--- src/rtl/sfrm_pkg.sv ---
package sfrm_pkg;

    // Controller states
    typedef enum logic [1:0] {
        ST_IDLE = 2'd0,
        ST_SYNC = 2'd1,
        ST_RECV = 2'd2
    } rx_state_t;

    // Line indices into the synchronizer bank
    localparam int LN_CLK  = 0;
    localparam int LN_SYNC = 1;
    localparam int LN_DAT  = 2;
    localparam int N_LINES = 3;

endpackage

--- src/rtl/sfrm_sync.sv ---
module sfrm_sync #(
    parameter int LINES  = 3,
    parameter int STAGES = 2
) (
    input  logic             clk,
    input  logic             rst_n,
    input  logic [LINES-1:0] din,
    output logic [LINES-1:0] lvl,
    output logic [LINES-1:0] rise,
    output logic [LINES-1:0] fall
);

    genvar g;
    generate
        for (g = 0; g < LINES; g++) begin : g_line
            logic [STAGES-1:0] chain;
            logic              prev;

            always_ff @(posedge clk or negedge rst_n) begin
                if (!rst_n) begin
                    chain <= '0;
                    prev  <= 1'b0;
                end else begin
                    chain <= {chain[STAGES-2:0], din[g]};
                    prev  <= chain[STAGES-1];
                end
            end

            assign lvl[g]  = chain[STAGES-1];
            assign rise[g] = chain[STAGES-1] & ~prev;
            assign fall[g] = ~chain[STAGES-1] & prev;
        end
    endgenerate

endmodule

--- src/rtl/sfrm_fsm.sv ---
module sfrm_fsm
    import sfrm_pkg::*;
(
    input  logic clk,
    input  logic rst_n,
    input  logic sync_rise,
    input  logic sync_fall,
    input  logic sclk_rise,
    input  logic last_bit,
    output logic clr,
    output logic shift_en,
    output logic done,
    output logic ferr
);

    rx_state_t state, state_nx;

    // State register
    always_ff @(posedge clk or negedge rst_n) begin
        if (!rst_n) state <= ST_IDLE;
        else        state <= state_nx;
    end

    // Transitions
    always_comb begin
        state_nx = state;
        unique case (state)
            ST_IDLE: if (sync_rise) state_nx = ST_SYNC;
            ST_SYNC: if (sync_fall) state_nx = ST_RECV;
            ST_RECV: begin
                if (sync_rise)                 state_nx = ST_SYNC;
                else if (sclk_rise && last_bit) state_nx = ST_IDLE;
            end
            default: state_nx = ST_IDLE;
        endcase
    end

    // Control outputs
    always_comb begin
        clr      = 1'b0;
        shift_en = 1'b0;
        done     = 1'b0;
        ferr     = 1'b0;
        unique case (state)
            ST_IDLE: ;
            ST_SYNC: clr = sync_fall;
            ST_RECV: begin
                if (sync_rise) begin
                    ferr = 1'b1;
                end else if (sclk_rise) begin
                    shift_en = 1'b1;
                    done     = last_bit;
                end
            end
            default: ;
        endcase
    end

endmodule

--- src/rtl/sfrm_dpath.sv ---
module sfrm_dpath #(
    parameter int WORD_W    = 16,
    parameter int PAD_WORDS = 4
) (
    input  logic              clk,
    input  logic              rst_n,
    input  logic              clr,
    input  logic              shift_en,
    input  logic              done,
    input  logic              ferr,
    input  logic              bit_in,
    output logic              last_bit,
    output logic [WORD_W-1:0] volt_word,
    output logic [WORD_W-1:0] curr_word,
    output logic              frame_valid,
    output logic              pad_err,
    output logic              frame_err
);

    localparam int KEEP_BITS  = 2 * WORD_W;
    localparam int TOTAL_BITS = (2 + PAD_WORDS) * WORD_W;
    localparam int CNT_W      = $clog2(TOTAL_BITS);

    logic [CNT_W-1:0]     bit_cnt;
    logic [KEEP_BITS-1:0] shreg;
    logic                 pad_acc;
    logic                 in_keep;

    assign last_bit = (bit_cnt == CNT_W'(TOTAL_BITS - 1));
    assign in_keep  = (bit_cnt < CNT_W'(KEEP_BITS));

    // Bit counter, sample shifter, padding accumulator
    always_ff @(posedge clk or negedge rst_n) begin
        if (!rst_n) begin
            bit_cnt <= '0;
            shreg   <= '0;
            pad_acc <= 1'b0;
        end else if (clr) begin
            bit_cnt <= '0;
            pad_acc <= 1'b0;
        end else if (shift_en) begin
            bit_cnt <= bit_cnt + 1'b1;
            if (in_keep) shreg   <= {shreg[KEEP_BITS-2:0], bit_in};
            else         pad_acc <= pad_acc | bit_in;
        end
    end

    // Result registers
    always_ff @(posedge clk or negedge rst_n) begin
        if (!rst_n) begin
            volt_word   <= '0;
            curr_word   <= '0;
            frame_valid <= 1'b0;
            pad_err     <= 1'b0;
            frame_err   <= 1'b0;
        end else begin
            frame_valid <= done;
            pad_err     <= done & (pad_acc | bit_in);
            frame_err   <= ferr;
            if (done) begin
                volt_word <= shreg[KEEP_BITS-1:WORD_W];
                curr_word <= shreg[WORD_W-1:0];
            end
        end
    end

endmodule

--- src/rtl/sfrm_rx.sv ---
module sfrm_rx
    import sfrm_pkg::*;
#(
    parameter int WORD_W      = 16,
    parameter int PAD_WORDS   = 4,
    parameter int SYNC_STAGES = 2
) (
    input  logic              clk,
    input  logic              rst_n,
    input  logic              ser_clk,
    input  logic              ser_sync,
    input  logic              ser_dat,
    output logic [WORD_W-1:0] volt_word,
    output logic [WORD_W-1:0] curr_word,
    output logic              frame_valid,
    output logic              pad_err,
    output logic              frame_err
);

    logic [N_LINES-1:0] lvl, rise, fall;
    logic clr, shift_en, done, ferr, last_bit;

    sfrm_sync #(.LINES(N_LINES), .STAGES(SYNC_STAGES)) u_sync (
        .clk  (clk),
        .rst_n(rst_n),
        .din  ({ser_dat, ser_sync, ser_clk}),
        .lvl  (lvl),
        .rise (rise),
        .fall (fall)
    );

    sfrm_fsm u_fsm (
        .clk      (clk),
        .rst_n    (rst_n),
        .sync_rise(rise[LN_SYNC]),
        .sync_fall(fall[LN_SYNC]),
        .sclk_rise(rise[LN_CLK]),
        .last_bit (last_bit),
        .clr      (clr),
        .shift_en (shift_en),
        .done     (done),
        .ferr     (ferr)
    );

    sfrm_dpath #(.WORD_W(WORD_W), .PAD_WORDS(PAD_WORDS)) u_dp (
        .clk        (clk),
        .rst_n      (rst_n),
        .clr        (clr),
        .shift_en   (shift_en),
        .done       (done),
        .ferr       (ferr),
        .bit_in     (lvl[LN_DAT]),
        .last_bit   (last_bit),
        .volt_word  (volt_word),
        .curr_word  (curr_word),
        .frame_valid(frame_valid),
        .pad_err    (pad_err),
        .frame_err  (frame_err)
    );

endmodule

--- config.mk ---
export PLATFORM = sky130hd
export DESIGN_NAME = sfrm_rx
export DESIGN_NICKNAME = d
export VERILOG_FILES = /design/src/rtl/sfrm_pkg.sv /design/src/rtl/sfrm_sync.sv /design/src/rtl/sfrm_fsm.sv /design/src/rtl/sfrm_dpath.sv /design/src/rtl/sfrm_rx.sv
export SDC_FILE = /design/constraint.sdc
export NUM_CORES = 1
export LEC_CHECK = 0
export BUFFER_PORTS_ARGS = -buffer_cell sky130_fd_sc_hd__buf_4
export CAP_MARGIN = 5
export CORE_MARGIN = 2
export CORE_UTILIZATION = 55
export DETAILED_ROUTE_END_ITERATION = 7
export PLACE_DENSITY = 0.76
export SLEW_MARGIN = 20
export SYNTH_ARGS = -nofsm -noshare
export SYNTH_HDL_FRONTEND = slang
export SYNTH_HIERARCHICAL = 1
export SYNTH_SLANG_ARGS = --single-unit
--- constraint.sdc ---
create_clock -name clk -period 5.54 [get_ports clk]
set_input_delay 0.277 -clock clk [delete_from_list [all_inputs] [get_ports clk]]
set_output_delay 0.277 -clock clk [all_outputs]
set_load 0.01 [all_outputs]
# == Word level (Yosys, flattened, before mapping) ==
# Index checks and enable logic that the tools add are counted.
# totals
out_inout_bits,35
register_bits,85
elab_cells,57
input_bits,5
# classes
addsub,1
n_mux,19
order_cmp,1
n_bitwise,9
eq_ne,7
n_reduce_logical,6
# ops
operator,n
two-way mux 7 bit,2
two-way mux 1 bit,12
two-way mux 2 bit,4
"adder 7 x 1 -> 7 bit, second input constant",1
"equality test 7 bit, second input constant",1
"less-than comparator 7 x 6 -> 1 bit, second input constant",1
case mux 2 bit (3 select lines),1
AND reduction 3 bit,2
bitwise AND 1 bit,4
"inequality test 2 x 1 -> 1 bit, second input constant",2
NOT 1 bit,4
"inequality test 3 x 1 -> 1 bit, second input constant",1
"equality test 2 x 1 -> 1 bit, second input constant",1
"equality test 2 bit, second input constant",1
zero test 2 bit,1
"inequality test 2 bit, second input constant",1
AND reduction 2 bit,1
nonzero test 2 bit,1
logical AND 1 bit,1
bitwise OR 1 bit,1

# == Depth between registers and ports, before layout ==
# logic_depth
ltp_word,7
ltp_mapped,7
ltp_nobuf,5

# == Modules after synthesis ==
# Netlist, hierarchy kept.
# modules_own_cells
module,area_each_um2,n_inst,cells_per_inst,seq_area_each_um2
sfrm_dpath,2867.8,1,179,1876.8
sfrm_sync,285.3,1,18,225.2
sfrm_fsm,117.6,1,12,50.0

# == Least setup slack after synthesis ==
# OpenSTA, ideal clock, no wires.
# synth_path
kind,flip-flop to flip-flop
from,reg u_sync.g_line[1].chain[1]
to,reg u_dp.shreg[13]
required_time_ns,5.415
period_less_slack_ns,1.943
path_stages_with_launch,7
path_buffers,2
path_slack_ns,3.597
t_arrival_ns,1.818
setup_ns,0.125
cell_sequence,dfrtp_1 -> nor2b_1 -> and4bb_1 -> buf_2 -> nor4b_4 -> buf_6 -> mux2_2
# synth_via
elab_cells_between_ends,8
cone_classes,mux (3); bitwise (4); reduce/logical (1)
# synth_rtl
element,line,rtl
start: declaration,sfrm_sync.sv:16,logic [STAGES-1:0] chain;
start signal: assignment,sfrm_sync.sv:24,"chain <= {chain[STAGES-2:0], din[g]};"
bitwise AND 1 bit,sfrm_sync.sv:30,assign rise[g] = chain[STAGES-1] & ~prev;
net rise[1],sfrm_rx.sv:20,"logic [N_LINES-1:0] lvl, rise, fall;"
two-way mux 1 bit,sfrm_fsm.sv:48,if (sync_rise) begin
two-way mux 1 bit,sfrm_fsm.sv:44,unique case (state)
net shift_en,sfrm_rx.sv:21,"logic clr, shift_en, done, ferr, last_bit;"
AND reduction 3 bit (no source line),-,
end signal: assignment,sfrm_dpath.sv:43,"if (in_keep) shreg <= {shreg[KEEP_BITS-2:0], bit_in};"
end: declaration,sfrm_dpath.sv:25,logic [KEEP_BITS-1:0] shreg;
# The timed path passes the listed nets, and every way through them passes these cells.
# A chain may end at the register's enable or synchronous reset.

# == Worst setup path in the final report ==
# layout_path
from,reg u_sync.g_line[1].chain[1]
to,reg u_dp.curr_word[9]
# layout_via
elab_chain_len,3
# layout_rtl
element,line,rtl
bitwise AND 1 bit,sfrm_sync.sv:30,
net rise[1],sfrm_rx.sv:20,
two-way mux 1 bit,sfrm_fsm.sv:48,
two-way mux 1 bit,sfrm_fsm.sv:44,
net done,sfrm_rx.sv:21,
end signal: assignment,sfrm_dpath.sv:62,curr_word <= shreg[WORD_W-1:0];
end: declaration,sfrm_dpath.sv:14,"output logic [WORD_W-1:0] curr_word,"
# The timed path passes the listed nets, and every way through them passes these cells.

==> results.json <==
{
  "period_needed_ps": 2450,
  "use_met1_pct": 23.7,
  "grt_use_total_pct": 16.9,
  "busiest_layer": "met2",
  "timing.fmax_ghz": 0.408,
  "finalInstanceArea_um2": 3750,
  "cp-end-kind": "flip-flop",
  "synth_cells": 203,
  "cp_num_cells": 5,
  "stdcell_count": 322,
  "die_area_um2": 6470,
  "ys_warn_count": 6,
  "rsz0062_at_grt": "no",
  "met2_usage_pct": 24.7,
  "fp.coreArea_um2": 5570,
  "wl_per_cell_um": 15.0,
  "finalHoldViolCount": 7,
  "gp_congestion": 0.715,
  "drive_gt1_share_pct": 47.2,
  "relSlewSlack_pct": 50.9,
  "drc": 0,
  "timing.final.crit_share_pct": 44.2,
  "status": "complete, but fails checks",
  "routed_wl_um": 4820,
  "hold_path_class": "primary input to async pin",
  "cts_setup_buffers": 0,
  "clk_latency_ps": 330,
  "path_cells": "nor2b_1 > and4bb_1 > and2_1 > buf_4 > mux2_2",
  "dr.pass1.iters": 4,
  "rows": 27,
  "worstPathMaxFanout": 23,
  "start_kind": "flip-flop",
  "pin_count": 40,
  "cts.path.max_buffers": 2,
  "htreeDepth": 3,
  "cts_sinks": 85,
  "total_power_mw": 1.15,
  "crit_path_start": "u_sync/g_line[1].chain[1]$_DFF_PN0_",
  "timing.rr.end": "u_dp/curr_word[9]$_DFFE_PN0P_",
  "antenna_found_initial": 0,
  "ant_nets": 0,
  "regArea_um2": 2130,
  "drt_iter0_drc": 89,
  "grt_pass1_wl_um": 8110,
  "cap_viol_max_count": 0,
  "placedInstanceArea_um2": 3530,
  "critPathBufInv": 1,
  "fin_worst_skew_ps": 5.20,
  "fillCellCount": 421,
  "crit_slowest_cell": "and2_1",
  "initial_utilization_pct": 57.6,
  "numCtsBuffers": 9,
  "root_buffer": "clkbuf_8",
  "critPathMaxStageDelay_ps": 530,
  "setup_violations": 0,
  "avgSynthCellArea_um2": 15.8,
  "ctsResizeCount": 0,
  "nets": 251,
  "failed_checks": "hold timing",
  "r2r-start": "u_sync/g_line[1].chain[1]$_DFF_PN0_",
  "slew_viol_final": 0,
  "hpwl_um": 2940,
  "multi_input_area_um2": 997,
  "synth_nets": 209,
  "vdd_drop_max_mv": 0.213,
  "ff2ff_setup_slack_ps": 3090,
  "powerDensity_nw_per_um2": 307,
  "grtUsageMet3_pct": 3.82,
  "timing.hold.ws_ps": -16.0,
  "vias": 1719,
  "tightest_slew_ps": 736,
  "power.leakage_nw": 1.94,
  "die_h_um": 80.4,
  "cts_tree": "built",
  "place_inst": 306,
  "grt_overflow": 0,
  "critical_path.endpoint": "u_dp/curr_word[9]$_DFFE_PN0P_",
  "grt_max_degree": 86,
  "grt_pass1_vias": 1707,
  "required_ps": 5760,
  "vias_per_cell": 5.34,
  "crit_family": "simple AND/OR/NAND/NOR gates",
  "fin_setup_tns_ps": 0,
  "clk_pin_slew_worst_paths_ps": 80,
  "crit_type": "flip-flop to flip-flop",
  "antenna_cells": 0,
  "hold_buffers": 0,
  "reg2regPathDepth": 5,
  "syn_area_um2": 3210,
  "worst-endpoint-arrival_ps": 2670,
  "die_x_um": 80.4,
  "area_delta_synth_final_pct": 16.7,
  "port_buffers": 39
}
-- placed cells by master (no fill, tap or decap), types with 4 or more instances in the layout --
master,n
buf_4,40
clkbuf_8,12
dfrtp_1,85
mux2_1,4
mux2_2,60
nand3_1,4
nor2_1,5
-- flip-flops by register name, indices dropped and copies added, names as in the netlist, 2 cells and up --
register,count
u_dp/bit_cnt,7
u_fsm/state,2
u_dp/curr_word,16
u_sync/g_line.prev,2
u_sync/g_line.chain,6
u_dp/volt_word,16
u_dp/shreg,32
-- worst reg2reg max path, delay by kind of cell, from the launching register on --
kind,cells,cell delay [ps]
DFF,1,390
muxes,1,390
buffers and inverters,1,400
and+or+nand+nor,3,1170
-- through the flow --
step	worst slack (ps)	util (%)
floorplan	3610	-
global placement	3140	63.4
detailed placement	3070	63.4
CTS	3050	67.2
global route	2910	67.2
finish	3090	67.2
-- power breakdown --
part | internal, mW | leakage, nW | switching (mW)
Combinational | 0.0206 | 0.666 | 0.0286
Clock | 0.243 | 0.112 | 0.203
Sequential | 0.639 | 1.17 | 0.0164
Total | 0.903 | 1.94 | 0.248
-- area by class of cell --
type / count / share of cell area [%]
well taps: 72 / 2.40
clock buffers: 12 / 4.41
clock inverters: 4 / 1.20
multi-input cells: 105 / 26.6
repair buffers: 41 / 8.31
flip-flops and latches: 85 / 56.8
inverters: 3 / 0.301
-- worst min path at each step --
stage / slack (ps) / depth (start not counted) / end
global route: 30 / 1 / u_sync/g_line[1].chain[0]$_DFF_PN0_
global placement: 330 / 0 / u_sync/g_line[0].chain[1]$_DFF_PN0_
floorplan: -20 / 0 / u_dp/bit_cnt[0]$_DFFE_PN0P_
CTS: 30 / 1 / u_sync/g_line[1].chain[0]$_DFF_PN0_
detailed placement: 340 / 0 / u_sync/g_line[2].chain[1]$_DFF_PN0_
finish: -20 / 1 / u_dp/curr_word[13]$_DFFE_PN0P_
-- per-layer routing --
metal	up-vias	wire length [um]
met4	0	106
met3	10	232
met1	872	2290
met5	-	0
met2	41	2190
li1	796	-
No activity file was read; power rests on OpenSTA's default activity.
